`src/rtl/i2c_tgt_pkg.sv`:
```
package i2c_tgt_pkg;

  localparam int BYTE_W = 8;
  localparam int ADDR_W = BYTE_W - 1;
  localparam int CNT_W  = $clog2(BYTE_W + 1);

  typedef enum logic [3:0] {
    ST_IDLE,
    ST_RECV,
    ST_PROC,
    ST_ACKQ,
    ST_ACK,
    ST_ACKHOLD,
    ST_NAK,
    ST_TX,
    ST_MACK,
    ST_RDNEXT
  } tgtState_t;

  // strobes from control to datapath
  typedef struct packed {
    logic clrCount;
    logic shiftIn;
    logic countTx;
    logic shiftTx;
    logic loadRead;
    logic armFirst;
    logic takeAddr;
    logic dropAddr;
  } dpCmd_t;

endpackage

```
`src/rtl/i2c_tgt_line.sv`:
```
module i2c_tgt_line #(
  parameter int STAGES = 2
) (
  input  logic clk,
  input  logic rst_n,
  input  logic sclIn,
  input  logic sdaIn,
  output logic sclSync,
  output logic sdaSync,
  output logic sclRise,
  output logic sclFall,
  output logic startEv,
  output logic stopEv
);

  localparam int LINES = 2;

  logic [LINES-1:0] rawIn;
  logic [LINES-1:0] syncOut;
  logic [LINES-1:0] prevOut;

  assign rawIn = {sdaIn, sclIn};

  generate
    for (genvar g = 0; g < LINES; g++) begin : g_line
      logic [STAGES-1:0] pipe;
      logic              prevBit;

      always_ff @(posedge clk or negedge rst_n) begin
        if (!rst_n) begin
          pipe    <= '1;
          prevBit <= 1'b1;
        end else begin
          pipe    <= {pipe[STAGES-2:0], rawIn[g]};
          prevBit <= pipe[STAGES-1];
        end
      end

      assign syncOut[g] = pipe[STAGES-1];
      assign prevOut[g] = prevBit;
    end
  endgenerate

  logic sclPrev, sdaPrev;

  assign sclSync = syncOut[0];
  assign sdaSync = syncOut[1];
  assign sclPrev = prevOut[0];
  assign sdaPrev = prevOut[1];

  assign sclRise = sclSync & ~sclPrev;
  assign sclFall = ~sclSync & sclPrev;
  // start needs only SCL high now; stop needs SCL high on both samples
  assign startEv = sclSync & sdaPrev & ~sdaSync;
  assign stopEv  = sclSync & sclPrev & ~sdaPrev & sdaSync;

endmodule

```
`src/rtl/i2c_tgt_dp.sv`:
```
module i2c_tgt_dp
  import i2c_tgt_pkg::*;
(
  input  logic              clk,
  input  logic              rst_n,
  input  dpCmd_t            cmd,
  input  logic              sdaBit,
  input  logic [BYTE_W-1:0] readData,
  output logic [BYTE_W-1:0] shiftReg,
  output logic [CNT_W-1:0]  bitCnt,
  output logic [ADDR_W-1:0] activeAddr,
  output logic              activeValid,
  output logic              readMode,
  output logic              firstByte
);

  always_ff @(posedge clk or negedge rst_n) begin
    if (!rst_n) begin
      shiftReg <= '0;
      bitCnt   <= '0;
    end else begin
      if (cmd.clrCount) bitCnt <= '0;
      if (cmd.shiftIn) begin
        shiftReg <= {shiftReg[BYTE_W-2:0], sdaBit};
        bitCnt   <= bitCnt + CNT_W'(1);
      end
      if (cmd.countTx) bitCnt <= bitCnt + CNT_W'(1);
      if (cmd.shiftTx) shiftReg <= {shiftReg[BYTE_W-2:0], 1'b1};
      if (cmd.loadRead) begin
        shiftReg <= readData;
        bitCnt   <= '0;
      end
    end
  end

  always_ff @(posedge clk or negedge rst_n) begin
    if (!rst_n) begin
      activeAddr  <= '0;
      activeValid <= 1'b0;
      readMode    <= 1'b0;
      firstByte   <= 1'b0;
    end else begin
      if (cmd.armFirst) firstByte <= 1'b1;
      if (cmd.takeAddr) begin
        activeAddr  <= shiftReg[BYTE_W-1:1];
        readMode    <= shiftReg[0];
        activeValid <= 1'b1;
        firstByte   <= 1'b0;
      end
      if (cmd.dropAddr) begin
        activeValid <= 1'b0;
        firstByte   <= 1'b0;
      end
    end
  end

endmodule

```
`src/rtl/i2c_tgt_ctrl.sv`:
```
module i2c_tgt_ctrl
  import i2c_tgt_pkg::*;
(
  input  logic              clk,
  input  logic              rst_n,
  input  logic              sclRise,
  input  logic              sclFall,
  input  logic              startEv,
  input  logic              stopEv,
  input  logic              sdaBit,
  input  logic [BYTE_W-1:0] shiftReg,
  input  logic [CNT_W-1:0]  bitCnt,
  input  logic [ADDR_W-1:0] activeAddr,
  input  logic              activeValid,
  input  logic              readMode,
  input  logic              firstByte,
  input  logic              tgtPresent,
  input  logic              writeAck,
  output dpCmd_t            cmd,
  output logic [ADDR_W-1:0] tgtAddr,
  output logic              tgtRead,
  output logic              startStb,
  output logic              writeStb,
  output logic              readStb,
  output logic              stopStb,
  output logic              sdaDrive
);

  tgtState_t state, nextState;

  logic [ADDR_W-1:0] addrByte;
  logic              probing;

  assign addrByte = shiftReg[BYTE_W-1:1];
  assign probing  = (state == ST_PROC) && firstByte;
  assign tgtAddr  = probing ? addrByte : activeAddr;
  assign tgtRead  = probing ? shiftReg[0] : readMode;

  always_ff @(posedge clk or negedge rst_n) begin
    if (!rst_n) state <= ST_IDLE;
    else        state <= nextState;
  end

  always_comb begin
    cmd       = '0;
    nextState = state;
    startStb  = 1'b0;
    writeStb  = 1'b0;
    readStb   = 1'b0;
    stopStb   = 1'b0;
    if (stopEv) begin
      stopStb      = activeValid;
      cmd.dropAddr = 1'b1;
      nextState    = ST_IDLE;
    end else if (startEv) begin
      cmd.clrCount = 1'b1;
      cmd.armFirst = 1'b1;
      nextState    = ST_RECV;
    end else begin
      case (state)
        ST_RECV: begin
          if (sclRise) begin
            cmd.shiftIn = 1'b1;
            if (bitCnt == CNT_W'(BYTE_W - 1)) nextState = ST_PROC;
          end
        end
        ST_PROC: begin
          if (firstByte) begin
            if (!tgtPresent) begin
              cmd.dropAddr = 1'b1;
              nextState    = ST_NAK;
            end else begin
              startStb     = !activeValid || (activeAddr != addrByte);
              cmd.takeAddr = 1'b1;
              nextState    = ST_ACKQ;
            end
          end else if (!readMode) begin
            writeStb  = 1'b1;
            nextState = writeAck ? ST_ACKQ : ST_NAK;
          end else begin
            nextState = ST_NAK;
          end
        end
        ST_ACKQ: begin
          if (sclFall) nextState = ST_ACK;
        end
        ST_ACK: begin
          if (sclRise) nextState = ST_ACKHOLD;
        end
        ST_ACKHOLD: begin
          if (sclFall) begin
            if (readMode) begin
              readStb      = 1'b1;
              cmd.loadRead = 1'b1;
              nextState    = ST_TX;
            end else begin
              cmd.clrCount = 1'b1;
              nextState    = ST_RECV;
            end
          end
        end
        ST_NAK: begin
          if (sclRise) nextState = ST_IDLE;
        end
        ST_TX: begin
          if (sclRise) cmd.countTx = 1'b1;
          if (sclFall) begin
            if (bitCnt == CNT_W'(BYTE_W)) nextState = ST_MACK;
            else cmd.shiftTx = 1'b1;
          end
        end
        ST_MACK: begin
          if (sclRise) nextState = sdaBit ? ST_IDLE : ST_RDNEXT;
        end
        ST_RDNEXT: begin
          if (sclFall) begin
            readStb      = 1'b1;
            cmd.loadRead = 1'b1;
            nextState    = ST_TX;
          end
        end
        default: nextState = state;
      endcase
    end
  end

  always_comb begin
    case (state)
      ST_ACK, ST_ACKHOLD: sdaDrive = 1'b0;
      ST_TX:              sdaDrive = shiftReg[BYTE_W-1];
      default:            sdaDrive = 1'b1;
    endcase
  end

endmodule

```
`src/rtl/i2c_target_front.sv`:
```
module i2c_target_front
  import i2c_tgt_pkg::*;
#(
  parameter int SYNC_STAGES = 2
) (
  input  logic              clk,
  input  logic              rst_n,
  input  logic              sclIn,
  input  logic              sdaIn,
  output logic              sdaDrive,
  output logic [ADDR_W-1:0] tgtAddr,
  output logic              tgtRead,
  input  logic              tgtPresent,
  output logic              startStb,
  output logic              writeStb,
  output logic [BYTE_W-1:0] writeData,
  input  logic              writeAck,
  output logic              readStb,
  input  logic [BYTE_W-1:0] readData,
  output logic              stopStb
);

  logic sclSync, sdaSync, sclRise, sclFall, startEv, stopEv;

  dpCmd_t            cmd;
  logic [BYTE_W-1:0] shiftReg;
  logic [CNT_W-1:0]  bitCnt;
  logic [ADDR_W-1:0] activeAddr;
  logic              activeValid, readMode, firstByte;

  i2c_tgt_line #(.STAGES(SYNC_STAGES)) i_line (
    .clk(clk), .rst_n(rst_n), .sclIn(sclIn), .sdaIn(sdaIn),
    .sclSync(sclSync), .sdaSync(sdaSync), .sclRise(sclRise),
    .sclFall(sclFall), .startEv(startEv), .stopEv(stopEv)
  );

  i2c_tgt_ctrl i_ctrl (
    .clk(clk), .rst_n(rst_n), .sclRise(sclRise), .sclFall(sclFall),
    .startEv(startEv), .stopEv(stopEv), .sdaBit(sdaSync),
    .shiftReg(shiftReg), .bitCnt(bitCnt), .activeAddr(activeAddr),
    .activeValid(activeValid), .readMode(readMode), .firstByte(firstByte),
    .tgtPresent(tgtPresent), .writeAck(writeAck), .cmd(cmd),
    .tgtAddr(tgtAddr), .tgtRead(tgtRead), .startStb(startStb),
    .writeStb(writeStb), .readStb(readStb), .stopStb(stopStb),
    .sdaDrive(sdaDrive)
  );

  i2c_tgt_dp i_dp (
    .clk(clk), .rst_n(rst_n), .cmd(cmd), .sdaBit(sdaSync),
    .readData(readData), .shiftReg(shiftReg), .bitCnt(bitCnt),
    .activeAddr(activeAddr), .activeValid(activeValid),
    .readMode(readMode), .firstByte(firstByte)
  );

  assign writeData = shiftReg;

endmodule

```
`config.mk`:
```
export PLATFORM = sky130hd
export DESIGN_NAME = i2c_target_front
export DESIGN_NICKNAME = d
export VERILOG_FILES = /design/src/rtl/i2c_tgt_pkg.sv /design/src/rtl/i2c_tgt_line.sv /design/src/rtl/i2c_tgt_dp.sv /design/src/rtl/i2c_tgt_ctrl.sv /design/src/rtl/i2c_target_front.sv
export SDC_FILE = /design/constraint.sdc
export NUM_CORES = 1
export LEC_CHECK = 0
export BUFFER_PORTS_ARGS = -buffer_cell sky130_fd_sc_hd__buf_2
export CAP_MARGIN = 5
export CELL_PAD_IN_SITES_DETAIL_PLACEMENT = 1
export CELL_PAD_IN_SITES_GLOBAL_PLACEMENT = 1
export CORE_MARGIN = 1.5
export CORE_UTILIZATION = 30
export CTS_BUF_LIST = sky130_fd_sc_hd__clkbuf_2 sky130_fd_sc_hd__clkbuf_4 sky130_fd_sc_hd__clkbuf_8
export DETAILED_ROUTE_END_ITERATION = 10
export PLACE_DENSITY_LB_ADDON = 0.1
export SYNTH_ARGS = -nofsm -noshare
export SYNTH_HDL_FRONTEND = slang
export SYNTH_HIERARCHICAL = 1
export SYNTH_SLANG_ARGS = --single-unit
```
`constraint.sdc`:
```
create_clock -name clk -period 2.87 [get_ports clk]
set_input_delay 0.1435 -clock clk [delete_from_list [all_inputs] [get_ports clk]]
set_output_delay 0.1435 -clock clk [all_outputs]
set_load 0.03 [all_outputs]
```
==> results.md <==
- All-Layer GR Usage: 0.168
- Crit path capture type: primary output
- Leading area contributor after synthesis: dfrtp_1
- Multi-input gate area: 1020 um^2
- Clock Root Buffer: clkbuf_8
- Setup CP Type: reg -> out
- Max-Cap Viols: 0
- Hold_sp: readData[7]
- Maximum VDD drop: 0.644 mV
- Storage cell area: 808 um^2
- #FFs+latches synth: 32
- Initial Util: 0.314
- EDFF count, synth: 0
- Synth top area cells: dfrtp_1, mux2_2, dfstp_2, mux2i_1, nand2_1
- Routability cong.: 0.852
- Synthesized Nets: 201
- Routed Antenna Nets: 0
- Port bufs: 34
- Synth Flop Type: dfrtp_1
- Fillers: between 700 and 800
- Mapped Cells: 186
- Total core area: 5960 um^2
- DRC: 0
- Sequential share of the synthesized area: 0.432
- Drt via density: roughly 5.3
- GRT overflow: 0
- FMAX: 380 MHz
- Power Density: approximately 1100 nW/um^2
- CTS tree: yes
- Resized Gates After CTS: 0
- Yosys warning count: 6
- Mapped cell area: 1870 um^2
- Clk_lat worst skew: roughly 0.28 ns
- Clk pin slew, worst setup/hold paths: 0.08 ns
- Leakage power: 0.996 nW
- Routed len/inst: 16.9 um
- Die Y: 81.9 um
- Top post-synthesis cells by count: dfrtp_1, nand2_1, mux2_2, nor2_1, o21ai_0
- Die footprint: 6710 um^2
- Clock sinks: 32
- Most frequent cell after synthesis: dfrtp_1
- Finish-stage setup viols: 0
- Longest Clk Path Bufs: 2
- Arrival time worst endpoint: 2.49 ns
- Router iterations before antenna repair: 4
- Status: finished clean
- Layout cells sized above 1: 0.327
- Hpwl dp: 3750 um
- Worst Setup SP: i_line/g_line[1].pipe[1]
- Via count: 1589
- Max H-tree Level: 2
- Synth cell types: 52
- Nets: 240
- Final TNS setup: 0 ns
- CP Launch Type: flip-flop
- Crit share post-route: 0.918
- Min-delay worst type: in -> reg
- Share of synthesized registers carrying an async set or reset: 1.00
- Req. time, crit path: 2.73 ns
- Critical path peak fanout: 9
- TritonCTS Buffers: 5
- Final hold viol count: 0
- Fin crit period: 2.63 ns
- Post-synth top area share: 0.348
- Max transition margin: 0.501
- Final slew viol count: 0
- Row count: 28
- Slew at the pin closest to its max-slew limit: 0.748 ns
- Post-Syn Area per Cell: 10.0 um^2
- R2R Path Start: i_line/g_line[1].pipe[1]
- Hold_ws: 0.0626 ns
- Largest net degree at the start of global routing: 33
- Setup repair after global routing missed its margin: no
- Antenna diodes: 0
- Vias in the first global route: 1683
- Initial antenna violation count: 0
- # IOs: 35
- Clock skew: about 0.0077 ns
- Final wirelength: 5100 um
- Initial DRC count: 86
- First-pass GRT wire length: 8400 um
- Die Wd: 81.9 um
- Area Overhead vs Synth: 21.6%
-- worst max-delay path, stage by stage, from the launching register on --
cell and delay [ns]:
dfstp_2 0.58, and3b_2 0.26, nor2_1 0.40, nand2_1 0.21
nor4_4 0.47, buf_2 0.29
-- repair_timing --
item / CTS / global route
hold buffers: 3 / 0
endpoints found under the hold margin: 28 / 0
setup buffers: 0 / 0
-- cells by family (layout without fill, tap and decap cells) --
| family | count (synthesis) | after routing | synth area share |
|---|---|---|---|
| fa+ha+maj | 1 | 1 | 0.00669 |
| compound gates | 39 | 39 | 0.145 |
| mux | 26 | 26 | 0.150 |
| xor+xnor | 8 | 8 | 0.0375 |
| simple gates | 67 | 67 | 0.197 |
| flops | 32 | 32 | 0.432 |
| buf+inv | 13 | 53 | 0.0315 |
-- layout make-up --
class,instances,area share
flip-flops and latches,32,0.356
inverters,5,0.00826
well taps,75,0.0413
repair buffers,40,0.0980
clock inverters,2,0.0154
clock buffers,6,0.0336
multi-input cells,141,0.448
-- worst paths after layout --
kind	slack (ns)	cells past startpoint	end
min in group asynchronous	0.47	2	i_dp/activeAddr[1]
worst max-delay path	0.24	5	readStb
worst min-delay path	0.06	3	i_dp/shiftReg[7]
worst max register to register	0.43	7	i_dp/shiftReg[4]
worst min register to register	0.36	0	i_line/g_line[0].pipe[1]
max in group asynchronous	1.93	2	i_ctrl/state[2]
-- per-layer routing --
metal / routed length [um] / track usage
met1: 2280 / 0.205
met2: 2600 / 0.293
met3: 172 / 0.0367
met4: 40 / 0.0492
met5: 0 / 0
-- per-stage QoR --
stage | utilization | instances | total power, W | area, um^2 | setup slack [ns]
2_1_floorplan | - | 186 | 0.00169 | 1880 | 0.137
3_3_place_gp | 0.358 | 290 | 0.00202 | 2130 | 0.517
3_5_place_dp | 0.358 | 290 | 0.00205 | 2130 | 0.462
4_1_cts | 0.382 | 301 | 0.00251 | 2270 | 0.219
5_1_grt | 0.382 | 301 | 0.00265 | 2270 | 0.0440
6_report | 0.382 | 301 | 0.00248 | 2270 | 0.235
-- registers in the layout, summed over array words and instances (netlist names) --
register               count
i_dp/shiftReg              8
i_dp/activeAddr            7
i_ctrl/state               4
i_dp/bitCnt                4
i_line/g_line.pipe         4
i_line/g_line.prevBit      2
i_dp/activeValid           1
i_dp/firstByte             1
i_dp/readMode              1
-- layout by cell type (no fill, tap or decap), types with 5 or more instances in the layout --
master    synthesis  layout
a21oi_1           6       6
dfstp_2           6       6
mux2i_1          10      10
inv_1             5       5
mux2_2           16      16
buf_2             5      34
dfrtp_1          26      26
nor2_1           14      14
clkbuf_8          0       5
nor2b_1           6       6
nand2_1          18      18
xnor2_1           7       7
o21ai_0          12      12
-- power by group --
group	internal (W)	leakage, nW	switching, W	total (W)
clock	0.000267	0.0586	0.000183	0.000450
combinational	0.000476	0.561	0.000689	0.00117
sequential	0.000613	0.377	0.000256	0.000868
total	0.00136	0.996	0.00113	0.00248
No activity file was read; power rests on OpenSTA's default activity.
